==> config.mk <==
export PLATFORM = sky130hd
export DESIGN_NAME = keyed_wdog
export DESIGN_NICKNAME = d
export VERILOG_FILES = /design/src/rtl/kwd_pkg.sv /design/src/rtl/kwd_decode.sv /design/src/rtl/kwd_ctrl.sv /design/src/rtl/kwd_counter.sv /design/src/rtl/kwd_warn.sv /design/src/rtl/keyed_wdog.sv
export SDC_FILE = /design/constraint.sdc
export NUM_CORES = 1
export LEC_CHECK = 0
export BUFFER_PORTS_ARGS = -buffer_cell sky130_fd_sc_hd__buf_2
export CAP_MARGIN = 0
export CORE_ASPECT_RATIO = 1.1
export CORE_UTILIZATION = 40
export CTS_CLUSTER_SIZE = 16
export DETAILED_ROUTE_END_ITERATION = 12
export HOLD_SLACK_MARGIN = 0.1
export SLEW_MARGIN = 20
export SYNTH_ARGS = -nofsm -noshare
export SYNTH_HDL_FRONTEND = slang
export SYNTH_SLANG_ARGS = --single-unit
==> constraint.sdc <==
create_clock -name clk -period 2.25 [get_ports clk]
set_input_delay 0.1125 -clock clk [delete_from_list [all_inputs] [get_ports clk]]
set_output_delay 0.1125 -clock clk [all_outputs]
set_load 0.02 [all_outputs]
==> src/rtl/kwd_pkg.sv <==
package kwd_pkg;

  localparam logic [7:0] OFS_FEED    = 8'h00;
  localparam logic [7:0] OFS_TIMEOUT = 8'h04;
  localparam logic [7:0] OFS_DIS1    = 8'h08;
  localparam logic [7:0] OFS_DIS2    = 8'h0C;
  localparam logic [7:0] OFS_STATUS  = 8'h10;
  localparam logic [7:0] OFS_COUNT   = 8'h14;
  localparam logic [7:0] OFS_DEBUG   = 8'h18;
  localparam logic [7:0] OFS_RESTART = 8'h1C;
  localparam logic [7:0] OFS_EVENT   = 8'h20;
  localparam logic [7:0] OFS_MASK    = 8'h24;
  localparam logic [7:0] OFS_FORCE   = 8'h28;

  localparam logic [15:0] KEY_FEED    = 16'hFEED;
  localparam logic [15:0] KEY_ARM     = 16'h2BAD;
  localparam logic [15:0] KEY_DISABLE = 16'hCAFE;
  localparam logic [15:0] KEY_RESUME  = 16'hACED;
  localparam logic [15:0] KEY_CLEAR   = 16'hE8B4;

  localparam logic [15:0] CODE_OFF     = 16'hDABE;
  localparam logic [15:0] CODE_EXPIRED = 16'hCFE8;

  typedef struct packed {
    logic feed;
    logic resume;
    logic arm;
    logic dis_wr;
    logic dis_key;
    logic st_clr;
    logic to_wr;
    logic mask_wr;
    logic ovr_wr;
    logic ev_ack;
    logic ev_force;
  } kwd_strobe_t;

endpackage

==> src/rtl/kwd_decode.sv <==
module kwd_decode
  import kwd_pkg::*;
#(
  parameter int ADDR_W = 8,
  parameter int DATA_W = 32
) (
  input  logic [ADDR_W-1:0] addr,
  input  logic              we,
  input  logic [DATA_W-1:0] wdata,
  output kwd_strobe_t       stb
);

  localparam int KEY_W = 16;

  logic key_word;
  logic [KEY_W-1:0] key_val;

  assign key_val  = wdata[KEY_W-1:0];
  assign key_word = (wdata[DATA_W-1:KEY_W] == '0);

  function automatic logic hit(input logic [ADDR_W-1:0] a, input logic [7:0] ofs);
    return a == ADDR_W'(ofs);
  endfunction

  always_comb begin
    stb          = '0;
    stb.feed     = we && hit(addr, OFS_FEED)    && key_word && (key_val == KEY_FEED);
    stb.resume   = we && hit(addr, OFS_RESTART) && key_word && (key_val == KEY_RESUME);
    stb.arm      = we && hit(addr, OFS_DIS1)    && key_word && (key_val == KEY_ARM);
    stb.dis_wr   = we && hit(addr, OFS_DIS2);
    stb.dis_key  = key_word && (key_val == KEY_DISABLE);
    stb.st_clr   = we && hit(addr, OFS_STATUS)  && key_word && (key_val == KEY_CLEAR);
    stb.to_wr    = we && hit(addr, OFS_TIMEOUT);
    stb.mask_wr  = we && hit(addr, OFS_MASK);
    stb.ovr_wr   = we && hit(addr, OFS_DEBUG);
    stb.ev_ack   = we && hit(addr, OFS_EVENT)   && wdata[0];
    stb.ev_force = we && hit(addr, OFS_FORCE)   && wdata[0];
  end

endmodule

==> src/rtl/kwd_ctrl.sv <==
module kwd_ctrl
  import kwd_pkg::*;
#(
  parameter int          TW          = 15,
  parameter logic [TW-1:0] DEF_TIMEOUT = TW'(100)
) (
  input  logic          clk,
  input  logic          rst_n,
  input  kwd_strobe_t   stb,
  input  logic [TW-1:0] wdata_lo,
  input  logic          wbit0,
  input  logic          expire,
  input  logic          dbg_mode,
  output logic          enabled,
  output logic          status,
  output logic [TW-1:0] timeout,
  output logic          mask,
  output logic          ovr,
  output logic          run_ok
);

  logic en_q, en_d;
  logic arm_q, arm_d;
  logic st_q, st_d;
  logic [TW-1:0] to_q;
  logic mask_q, ovr_q;

  always_comb begin
    en_d = en_q;
    if (stb.resume)
      en_d = 1'b1;
    else if (stb.dis_wr && stb.dis_key && arm_q)
      en_d = 1'b0;

    arm_d = arm_q;
    if (stb.arm)
      arm_d = 1'b1;
    else if (stb.dis_wr)
      arm_d = 1'b0;

    st_d = st_q;
    if (expire)
      st_d = 1'b1;
    else if (stb.st_clr)
      st_d = 1'b0;
  end

  always_ff @(posedge clk or negedge rst_n) begin
    if (!rst_n) begin
      en_q  <= 1'b0;
      arm_q <= 1'b0;
      st_q  <= 1'b0;
    end else begin
      en_q  <= en_d;
      arm_q <= arm_d;
      st_q  <= st_d;
    end
  end

  always_ff @(posedge clk or negedge rst_n) begin
    if (!rst_n)
      to_q <= DEF_TIMEOUT;
    else if (stb.to_wr)
      to_q <= wdata_lo;
  end

  always_ff @(posedge clk or negedge rst_n) begin
    if (!rst_n)
      mask_q <= 1'b0;
    else if (stb.mask_wr)
      mask_q <= wbit0;
  end

  always_ff @(posedge clk or negedge rst_n) begin
    if (!rst_n)
      ovr_q <= 1'b0;
    else if (stb.ovr_wr)
      ovr_q <= wbit0;
  end

  assign enabled = en_q;
  assign status  = st_q;
  assign timeout = to_q;
  assign mask    = mask_q;
  assign ovr     = ovr_q;
  assign run_ok  = en_q & (~dbg_mode | ovr_q);

endmodule

==> src/rtl/kwd_counter.sv <==
module kwd_counter #(
  parameter int TW = 15
) (
  input  logic          clk,
  input  logic          rst_n,
  input  logic          tick_en,
  input  logic          run_ok,
  input  logic          feed,
  input  logic [TW-1:0] reload,
  output logic [TW-1:0] count,
  output logic          unstable,
  output logic          warn,
  output logic          expire,
  output logic          rst_req
);

  logic [TW-1:0] cnt_q, cnt_d;
  logic          req_q;
  logic          adv;

  assign adv = tick_en & run_ok;

  always_comb begin
    cnt_d  = cnt_q;
    warn   = 1'b0;
    expire = 1'b0;
    if (feed) begin
      cnt_d = reload;
    end else if (adv) begin
      if (cnt_q <= TW'(1)) begin
        expire = 1'b1;
        cnt_d  = reload;
      end else begin
        cnt_d = cnt_q - TW'(1);
        warn  = (cnt_q == TW'(2));
      end
    end
  end

  always_ff @(posedge clk or negedge rst_n) begin
    if (!rst_n) begin
      cnt_q <= '0;
      req_q <= 1'b0;
    end else begin
      cnt_q <= cnt_d;
      req_q <= expire;
    end
  end

  assign count    = cnt_q;
  assign unstable = adv;
  assign rst_req  = req_q;

endmodule

==> src/rtl/kwd_warn.sv <==
module kwd_warn (
  input  logic clk,
  input  logic rst_n,
  input  logic warn,
  input  logic force_set,
  input  logic ack,
  input  logic mask,
  output logic event_o,
  output logic irq
);

  logic ev_q, ev_d;

  always_comb begin
    ev_d = ev_q;
    if (warn || force_set)
      ev_d = 1'b1;
    else if (ack)
      ev_d = 1'b0;
  end

  always_ff @(posedge clk or negedge rst_n) begin
    if (!rst_n)
      ev_q <= 1'b0;
    else
      ev_q <= ev_d;
  end

  assign event_o = ev_q;
  assign irq     = ev_q & mask;

endmodule

==> src/rtl/keyed_wdog.sv <==
module keyed_wdog
  import kwd_pkg::*;
#(
  parameter int            ADDR_W      = 8,
  parameter int            DATA_W      = 32,
  parameter int            TW          = 15,
  parameter logic [TW-1:0] DEF_TIMEOUT = TW'(100)
) (
  input  logic              clk,
  input  logic              rst_n,
  input  logic [ADDR_W-1:0] bus_addr,
  input  logic              bus_we,
  input  logic [DATA_W-1:0] bus_wdata,
  output logic [DATA_W-1:0] bus_rdata,
  input  logic              tick_en,
  input  logic              dbg_mode,
  output logic              wd_irq,
  output logic              wd_rst_req
);

  localparam int CODE_W = 16;

  kwd_strobe_t   stb;
  logic          en_w, stat_w, mask_w, ovr_w, run_ok_w;
  logic [TW-1:0] to_w, cnt_w;
  logic          unstable_w, warn_w, expire_w, ev_w;

  kwd_decode #(.ADDR_W(ADDR_W), .DATA_W(DATA_W)) u_decode (
    .addr  (bus_addr),
    .we    (bus_we),
    .wdata (bus_wdata),
    .stb   (stb)
  );

  kwd_ctrl #(.TW(TW), .DEF_TIMEOUT(DEF_TIMEOUT)) u_ctrl (
    .clk      (clk),
    .rst_n    (rst_n),
    .stb      (stb),
    .wdata_lo (bus_wdata[TW-1:0]),
    .wbit0    (bus_wdata[0]),
    .expire   (expire_w),
    .dbg_mode (dbg_mode),
    .enabled  (en_w),
    .status   (stat_w),
    .timeout  (to_w),
    .mask     (mask_w),
    .ovr      (ovr_w),
    .run_ok   (run_ok_w)
  );

  kwd_counter #(.TW(TW)) u_counter (
    .clk      (clk),
    .rst_n    (rst_n),
    .tick_en  (tick_en),
    .run_ok   (run_ok_w),
    .feed     (stb.feed),
    .reload   (to_w),
    .count    (cnt_w),
    .unstable (unstable_w),
    .warn     (warn_w),
    .expire   (expire_w),
    .rst_req  (wd_rst_req)
  );

  kwd_warn u_warn (
    .clk       (clk),
    .rst_n     (rst_n),
    .warn      (warn_w),
    .force_set (stb.ev_force),
    .ack       (stb.ev_ack),
    .mask      (mask_w),
    .event_o   (ev_w),
    .irq       (wd_irq)
  );

  always_comb begin
    bus_rdata = '0;
    case (bus_addr)
      ADDR_W'(OFS_TIMEOUT): bus_rdata[TW-1:0] = to_w;
      ADDR_W'(OFS_DIS2):    bus_rdata[CODE_W-1:0] = en_w ? '0 : CODE_OFF;
      ADDR_W'(OFS_STATUS):  bus_rdata[CODE_W-1:0] = stat_w ? CODE_EXPIRED : '0;
      ADDR_W'(OFS_COUNT):   bus_rdata[TW:0] = {unstable_w, cnt_w};
      ADDR_W'(OFS_DEBUG):   bus_rdata[1:0] = {dbg_mode, ovr_w};
      ADDR_W'(OFS_EVENT):   bus_rdata[0] = ev_w;
      ADDR_W'(OFS_MASK):    bus_rdata[0] = mask_w;
      default:              bus_rdata = '0;
    endcase
  end

endmodule

### Word level (Yosys, flattened, before mapping)

Cells that the tools add are included.

| cells by class | value |
|---|---|
| add/sub/neg operators | 1 |
| order comparisons | 1 |
| equal/unequal tests | 16 |
| multiplexer cells | 23 |
| bitwise gates (word level) | 5 |
| reduce and logical (&&, ||, !) cells | 31 |

Operators with widths:

| kind | count |
|---|---|
| == test 16 bit, second input constant | 4 |
| case mux 13 bit (4 select lines) | 1 |
| two-way mux 15 bit | 3 |
| == test 8 x 5 -> 1 bit, second input constant | 4 |
| two-way mux 16 bit | 2 |
| == test 8 x 6 -> 1 bit, second input constant | 3 |
| logical AND 1 bit | 23 |
| == test 16 x 14 -> 1 bit, second input constant | 1 |
| == test 8 x 4 -> 1 bit, second input constant | 2 |
| logical NOT 16 bit | 1 |
| == test 15 x 2 -> 1 bit, second input constant | 1 |
| <= comparator 15 x 1 -> 1 bit, second input constant | 1 |
| subtractor 15 x 1 -> 15 bit, second input constant | 1 |
| two-way mux 1 bit | 14 |
| nonzero test 2 bit | 5 |
| == test 8 x 3 -> 1 bit, second input constant | 1 |
| logical NOT 8 bit | 1 |
| case mux 1 bit (7 select lines) | 1 |
| case mux 1 bit (5 select lines) | 1 |
| AND 1 bit | 3 |
| case mux 1 bit (3 select lines) | 1 |
| logical OR 1 bit | 1 |
| NOT 1 bit | 1 |
| bitwise OR 1 bit | 1 |

| word-level totals | value |
|---|---|
| flip-flop bits (word level) | 37 |
| output and inout port bits | 34 |
| logic and storage cells | 86 |

### Logic depth before layout (Yosys ltp)

Gate-level depths: netlist of the first run.

| logic depth | value |
|---|---|
| depth in word-level cells | 8 |
| mapped depth | 7 |
| mapped depth without buffers | 6 |

### Modules after synthesis

Synthesis of the first run repeated with hierarchy kept, for this count alone.

| second synthesis, totals | value |
|---|---|
| cells, all modules | 325 |
| area, all modules | 3,140.5 sq um |

By module, submodules not included:

| module | instances | cells an instance | area an instance (sq um) | sequential area each (sq um) |
|---|---|---|---|---|
| kwd_counter | 1 | 140 | 1,232.4 | 400.4 |
| kwd_ctrl | 1 | 48 | 808.3 | 504.2 |
| keyed_wdog | 1 | 82 | 655.6 | 0.0 |
| kwd_decode | 1 | 50 | 399.1 | 0.0 |
| kwd_warn | 1 | 5 | 45.0 | 25.0 |

### Worst setup path after synthesis of the first run

OpenSTA, ideal clock, no wires.

| timing path | value |
|---|---|
| path kind | register -> register |
| start | register u_counter.cnt_q[9] (netlist: u_counter.count[9]) |
| end | register u_counter.cnt_q[7] (netlist: u_counter.count[7]) |
| setup time | 0.128 ns |
| arrival | 1.888 ns |
| required time | 2.122 ns |
| slack | 0.234 ns |
| stages on the path, launching flop included | 7 |
| buffers on the path | 1 |
| clock period less this slack | 2.016 ns |
| cell sequence | dfrtp_1 > or3_1 > nor4_2 > and2_0 > clkbuf_1 > o21ai_0 > mux2_1 |

| on the way | value |
|---|---|
| cells in the longest elaborated chain, start to end | 4 |

Ends and longest elaborated chain:

| item | RTL line | RTL |
|---|---|---|
| from (decl) | kwd_counter.sv:17 | `logic [TW-1:0] cnt_q, cnt_d;` |
| from (signal assigned) | kwd_counter.sv:45 | `cnt_q <= cnt_d;` |
| <= comparator 15 x 1 -> 1 bit | kwd_counter.sv:30 | `if (cnt_q <= TW'(1)) begin` |
| two-way mux 15 bit | kwd_counter.sv:30 |  |
| two-way mux 15 bit | kwd_counter.sv:29 | `end else if (adv) begin` |
| two-way mux 15 bit | kwd_counter.sv:27 | `if (feed) begin` |

No other way between the ends. The select of a mux whose other input is x is not followed.
A chain may end at the register's enable or synchronous reset.

### Final worst setup path of the first run

| timing path | value |
|---|---|
| start | input port bus_wdata[5] |
| end | register u_counter.cnt_q[7] (netlist: u_counter.count[7]) |

| on the way | value |
|---|---|
| cells in the longest elaborated chain, start to end | 3 |

Ends and longest elaborated chain:

| item | RTL line | RTL |
|---|---|---|
| from (decl) | keyed_wdog.sv:13 | `input logic [DATA_W-1:0] bus_wdata,` |
| == test 16 bit (*) | kwd_decode.sv:27 | `stb.feed = we && hit(addr, OFS_FEED) && key_word && (key_val == KEY_FEED);` |
| logical AND 1 bit (*) | kwd_decode.sv:27 |  |
| two-way mux 15 bit / nonzero test 2 bit (equally long branches) | - |  |

Every way passes the cells marked *; elsewhere a longest branch is shown, timed or not.

==> flow_summary.json, run 1 <==
{
  "outcome": "completed",
  "root_buffer": "clkbuf_8",
  "period_minus_slack_ps": 2184,
  "wire_per_inst_um": 17.15,
  "fin_nets": 415,
  "hold_viol": 0,
  "p_seq_share_pct": 53.1,
  "p_leak_nw": 1.610,
  "drt_iter0_drc": 164,
  "overflow": 0,
  "cts_tree": "yes",
  "crit_start": "bus_wdata[5]",
  "cts_buffers": 5,
  "rsz0062_at_grt": "false",
  "powerDensity_nw_per_um2": 406.4,
  "core-area_um2": 6231,
  "dr.pass1.iters": 4,
  "peakVddDrop_mv": 0.2524,
  "switching_share_pct": 26.83,
  "numClockSinks": 37,
  "synth_flop_cell": "dfrtp_1",
  "worst_slew_pin_slew_ps": 862.4,
  "critPathMaxStageDelay_ps": 560,
  "max_freq_mhz": 457.9,
  "synth.distinct_cells": 64,
  "seq_area_frac_synth_pct": 35.53,
  "holdWs_ps": 127.2,
  "cts_setup_buffers": 0,
  "worst-r2r-cell-count": 6,
  "synth-edff-count": 0,
  "crit_required_ps": 2420,
  "worstPathArrival_ps": 2360,
  "drt-vias-per-instance": 5.826,
  "hold_path.class": "input port to flip-flop",
  "clockBufferDepth": 2,
  "p_int_mw": 0.9625,
  "cpMaxStageDelayCell": "or4bb_1",
  "wl_um": 7681,
  "end_kind": "flip-flop",
  "syn_area_um2": 2616,
  "diodes": 0,
  "slew_headroom_pct": 42.50,
  "grt_pass1_vias": 2524,
  "drc": 0,
  "cp-start-kind": "input port",
  "clock_latency_ps": 290,
  "net-switching-power_mw": 0.3530,
  "fin_crit_sh_pct": 97.06,
  "cap_violations": 0,
  "syn_inst": 280,
  "die_w_um": 79.11,
  "async_reset_ff_share_pct": 100.0,
  "combPwrFrac_pct": 11.6,
  "worst-r2r-setup-slack_ps": 130,
  "start_util_pct": 41.99,
  "dp_hpwl_um": 5811,
  "critPathMaxFanout": 8,
  "pwr-share-clk_pct": 35.4,
  "drive_gt1_share_pct": 33.15,
  "io_pins": 79,
  "fin_tns_setup_ps": 0,
  "grt_usage_pct": 23.64,
  "clk_pin_slew_ps": 80,
  "grt_max_degree": 38,
  "path_cells": "dlygate4sd3_1 > buf_2 > or4bb_1 > nor3_1 > and4_1 > nor2_2 > mux2_1",
  "dieArea_um2": 6868,
  "crit_type": "input port to flip-flop",
  "hp-start": "bus_wdata[14]",
  "route.vias.total": 2610,
  "h-tree-depth": 2,
  "drtAntennaViolNets": 0,
  "globalplace.congestion": 0.8720,
  "synth-seq-cells": 37,
  "antenna_found_initial": 0,
  "r2r_end": "u_counter.count[7]$_DFFE_PN0P_",
  "syn_to_final_growth_pct": 23.72,
  "place_area_um2": 3085,
  "postLayoutCellArea_um2": 3237,
  "fin_skew_ps": 5.557,
  "synth.avg_cell_area_um2": 9.344,
  "worst_slack_ps": 66.25,
  "pre_cts_ws_ps": 164.8,
  "slew_viol_final": 0,
  "grt_pass1_wl_um": 12420,
  "die_y_um": 86.82,
  "setup_viol": 0,
  "yosysWarnings": 0,
  "rows": 30,
  "worstSetupEndpoint": "u_counter.count[7]$_DFFE_PN0P_",
  "rr_startpoint": "u_counter.count[1]$_DFFE_PN0P_",
  "port_buffers": 62
}
==> synth_stat cells, types with 2 or more instances <==
| cell type | n | area, µm² |
|---|---|---|
| dfrtp_1 | 34 | 850.8 |
| a21oi_1 | 18 | 90.09 |
| buf_4 | 17 | 127.6 |
| mux2_2 | 16 | 180.2 |
| nand2_1 | 16 | 60.06 |
| nor2_1 | 14 | 52.55 |
| nand3_1 | 11 | 55.05 |
| and3_1 | 10 | 62.56 |
| a221o_1 | 9 | 90.09 |
| clkbuf_1 | 8 | 30.03 |
| inv_1 | 8 | 30.03 |
| nand4_1 | 8 | 50.05 |
| nor3_1 | 8 | 40.04 |
| o21ai_0 | 8 | 40.04 |
| a22oi_1 | 7 | 52.55 |
| nor4_1 | 7 | 43.79 |
| nor4b_1 | 6 | 52.55 |
| o221ai_1 | 4 | 35.03 |
| o22a_1 | 4 | 35.03 |
| a21o_1 | 3 | 22.52 |
| a31oi_1 | 3 | 18.77 |
| and4_1 | 3 | 26.28 |
| dfstp_2 | 3 | 78.83 |
| ha_1 | 3 | 37.54 |
| nor3b_1 | 3 | 22.52 |
| or3_1 | 3 | 18.77 |
| and2_1 | 2 | 12.51 |
| nand2b_1 | 2 | 12.51 |
| o22ai_1 | 2 | 12.51 |
| o31ai_1 | 2 | 15.01 |
| o41ai_1 | 2 | 17.52 |
| or2_2 | 2 | 12.51 |
| or4_1 | 2 | 15.01 |
| or4b_2 | 2 | 20.02 |
==> through the flow <==
step                      power [mW]  cells  util (%)
after global placement        0.8503    433     49.52
after CTS                      1.318    448     51.95
after detailed placement      0.8522    433     49.52
after floorplan               0.7860    295         -
after global routing           1.381    448     51.95
final                          1.315    448     51.95
==> power groups by stage <==
stage               combinational [mW]  clock, mW  sequential [mW]
floorplan                       0.0831          0            0.703
global placement                 0.141          0            0.710
detailed placement               0.142          0            0.710
CTS                              0.152      0.468            0.697
global route                     0.169      0.512            0.699
finish                           0.152      0.465            0.698
==> cells in the final DEF (no fill, tap or decap), types with 9 or more instances in the layout <==
cell type  synthesis  layout
buf_2              1      62
and3_1            10      10
dfrtp_1           34      34
mux2_2            16      16
nor2_1            14      14
a21oi_1           18      18
nand2_1           16      16
nand3_1           11      11
buf_4             17      22
a221o_1            9       9
conb_1             1      16
==> logic make-up (layout without fill, tap and decap cells) <==
logic type,count (synthesis),count (layout),share of synthesized area [%]
XOR/XNOR,1,1,0.3348
other,1,16,0.1433
AND/OR/NAND/NOR,112,112,26.83
AO/OA/AOI/OAI,73,73,20.09
multiplexers,19,19,8.273
adder cells (fa/ha/maj),3,3,1.435
flip-flops,37,37,35.53
buffers and inverters,34,107,7.365
==> layer usage <==
layer	part of all wire, %	vias to the layer above	track usage [%]
met5	0	-	0
met4	1.5	0	7.603
met3	4.3	10	3.053
met2	50	97	41.14
met1	44	1265	30.25
li1	-	1238	-
==> critical path, delay by kind of cell <==
| kind | cells | cell delay (ps) |
|---|---|---|
| multiplexers | 1 | 330 |
| AND/OR/NAND/NOR | 4 | 1260 |
| buffers and inverters | 2 | 650 |
==> cell type report <==
| class | instances | area (µm²) |
|---|---|---|
| clock inverters | 1 | 5.005 |
| repair buffers | 91 | 545.5 |
| well taps | 80 | 100.1 |
| inverters | 8 | 30.03 |
| multi-input cells | 224 | 1550 |
| fillers | 640 | 2994 |
| flip-flops and latches | 37 | 929.6 |
| clock buffers | 7 | 76.32 |
==> worst min-delay path by stage <==
stage          slack, ps                        endpoint  cells past startpoint
4_1_cts              120   u_ctrl.timeout[8]$_DFFE_PN0P_                      2
2_1_floorplan       -180  u_counter.count[0]$_DFFE_PN0P_                      0
3_5_place_dp         270  u_ctrl.timeout[14]$_DFFE_PN0P_                      1
3_3_place_gp         280  u_ctrl.timeout[14]$_DFFE_PN0P_                      1
6_report             130  u_ctrl.timeout[14]$_DFFE_PN0P_                      2
5_1_grt              120  u_ctrl.timeout[14]$_DFFE_PN0P_                      2
==> timing repair <==
action	CTS	global route
hold buffers	7	0
hold endpoints to repair	40	0
gates resized for setup	0	0
No activity file was read; power rests on OpenSTA's default activity.
==> run 2, diff against run 1 <==
Settings changed: ABC_AREA from default to 1.
==> flow_summary.json, run 2 <==
{
  "outcome": "completed",
  "cts_tree": "yes",
  "fin_nets": 560,
  "hold_path.class": "input port to flip-flop",
  "die_w_um": 83.31,
  "io_pins": 79,
  "diodes": 0,
  "final_cell_mix": "107 x nand2_1, 78 x nand3_1, 64 x inv_1",
  "synth.most_common_cell": "nand2_1",
  "worst_slew_pin_slew_ps": 869.2,
  "regArea_um2": 929.6,
  "drt-vias-per-instance": 5.125,
  "synth_top_cell_by_area": "dfrtp_1",
  "final_common_cell": "nand2_1",
  "worstPathArrival_ps": 2070,
  "critical-path-top-delay-family": "simple AND/OR/NAND/NOR gates",
  "hold_viol": 0,
  "drive_gt1_share_pct": 18.91,
  "clk_pin_slew_ps": 90,
  "synth.area.top_cells": "dfrtp_1 29%, nand2_1 14%, nand3_1 13%, inv_1 8.3%, nor2_1 6.1%",
  "syn_to_final_growth_pct": 16.47,
  "seq_area_frac_synth_pct": 31.96,
  "fin_crit_sh_pct": 83.07,
  "synth-seq-cells": 37,
  "synth_top_area_share_pct": 29.25,
  "globalplace.congestion": 0.9119,
  "path_cells": "dlygate4sd3_1 > buf_2 > inv_2 > nand2_1 > nor2_1 > nand3_1 > nor2_2 > nand2_4 > nand2_4 > nand2_1 > nand3_1 > nand2_1",
  "start_util_pct": 41.52,
  "overflow": 0,
  "cp_num_buf_inv": 3,
  "dr.pass1.iters": 4,
  "clockBufferDepth": 2,
  "rows": 32,
  "synth_commonest_cells": "107 x nand2_1, 78 x nand3_1, 64 x inv_1",
  "grt_usage_pct": 22.54,
  "clock_latency_ps": 300,
  "critPathMaxStageDelay_ps": 530,
  "yosysWarnings": 0,
  "powerDensity_nw_per_um2": 437.0,
  "synth.avg_cell_area_um2": 6.523,
  "synth_flop_cell": "dfrtp_1",
  "grt_max_degree": 38,
  "slew_headroom_pct": 42.05,
  "peakVddDrop_mv": 0.2146,
  "crit_required_ps": 2450,
  "die_y_um": 91.44,
  "cp-start-kind": "input port",
  "rsz0062_at_grt": "false",
  "grt_pass1_vias": 2836,
  "multi_input_area_um2": 1570,
  "dieArea_um2": 7618,
  "setup_viol": 0,
  "grt_pass1_wl_um": 13650,
  "final_util_pct": 48.36,
  "critPathMaxFanout": 34,
  "route.vias.total": 3065,
  "antenna_found_initial": 0,
  "dp_hpwl_um": 6378,
  "syn_inst": 446,
  "period_minus_slack_ps": 1869,
  "core-area_um2": 7007,
  "cts_buffers": 5,
  "cpMaxStageDelayCell": "dlygate4sd3_1",
  "drc": 0,
  "root_buffer": "clkbuf_8",
  "numClockSinks": 37,
  "synth.distinct_cells": 30,
  "async_reset_ff_share_pct": 100.0,
  "crit_type": "input port to flip-flop",
  "wire_per_inst_um": 13.80,
  "syn_area_um2": 2909,
  "cap_violations": 0,
  "h-tree-depth": 2,
  "end_kind": "flip-flop",
  "nFillCells": 720,
  "p_leak_nw": 1.934,
  "fin_skew_ps": 11.39,
  "wl_um": 8252,
  "crit_top_cell": "nand2_1",
  "max_freq_mhz": 535.0,
  "drtAntennaViolNets": 0,
  "synth-edff-count": 0,
  "port_buffers": 62,
  "fin_tns_setup_ps": 0,
  "slew_viol_final": 0,
  "drt_iter0_drc": 185
}
==> run 2: cell type report <==
class | instances | area share (%)
repair buffers | 72 | 11.96
inverters | 69 | 7.718
multi-input cells | 327 | 46.34
clock buffers | 5 | 2.031
well taps | 85 | 3.139
clock inverters | 3 | 1.366
flip-flops and latches | 37 | 27.44
==> run 2: per-stage QoR <==
| stage | total power, mW | std cells | setup WS, ps | area, µm² | hold WS [ps] |
|---|---|---|---|---|---|
| after floorplan | 0.8121 | 461 | 758.0 | 2965 | -183.1 |
| after global placement | 0.8729 | 582 | 507.8 | 3193 | 287.8 |
| after detailed placement | 0.8746 | 582 | 492.6 | 3193 | 281.6 |
| after CTS | 1.486 | 598 | 398.3 | 3388 | 105.0 |
| after global routing | 1.536 | 598 | 230.7 | 3388 | 125.8 |
| final | 1.481 | 598 | 381.0 | 3388 | 97.66 |
==> run 2: worst min-delay path: cells and delay by family <==
kind                   cells  cell delay [ps]
and+or+nand+nor            1               40
AOI/OAI and AO/OA          1              100
buffers and inverters      1              100
==> run 2: logic make-up (layout without fill, tap and decap cells) <==
group           Yosys count  in the layout  share of synthesized area, %
buf+inv                  97            149                         16.00
compound gates           37             37                         8.043
flops                    37             37                         31.96
other cells               1             16                        0.1289
simple gates            265            265                         40.77
fa+ha+maj                 3              3                         1.290
xor+xnor                  6              6                         1.806
==> run 2: routing by layer <==
| metal | GRT usage [%] | wire (µm) | vias up | share of wire (%) |
|---|---|---|---|---|
| met1 | 29.39 | 3631 | 1401 | 44 |
| li1 | - | - | 1537 | - |
| met3 | 3.000 | 360 | 18 | 4.4 |
| met4 | 8.333 | 218 | 0 | 2.6 |
| met2 | 37.98 | 4042 | 109 | 49 |
| met5 | 0 | 0 | - | 0 |
==> run 2: repair_timing <==
action | 4_1_cts | 5_1_grt
resized for setup | 0 | 0
setup buffers | 0 | 0
hold endpoints to repair | 41 | 0
hold buffers | 8 | 0
==> run 2: worst paths after layout <==
check,slack [ps],from,cells after the start,endpoint
worst max-delay path,380,bus_wdata[4],12,u_counter.count[2]$_DFFE_PN0P_
worst min-delay path,100,bus_wdata[7],3,u_ctrl.timeout[7]$_DFFE_PN0P_
worst max register to register,490,u_counter.count[0]$_DFFE_PN0P_,11,u_counter.count[10]$_DFFE_PN0P_
worst min register to register,480,u_ctrl.timeout[2]$_DFFE_PN1P_,2,u_ctrl.timeout[2]$_DFFE_PN1P_
max in group asynchronous,1240,rst_n,2,u_ctrl.status$_DFFE_PN0P_
min in group asynchronous,440,rst_n,2,u_counter.count[5]$_DFFE_PN0P_
==> run 2: power by group <==
group	leakage, nW	switching [mW]	internal, mW	total [mW]
Clock	0.0543	0.276	0.332	0.609
Sequential	0.480	0.00881	0.683	0.692
Combinational	1.40	0.117	0.0629	0.180
Total	1.93	0.403	1.08	1.48
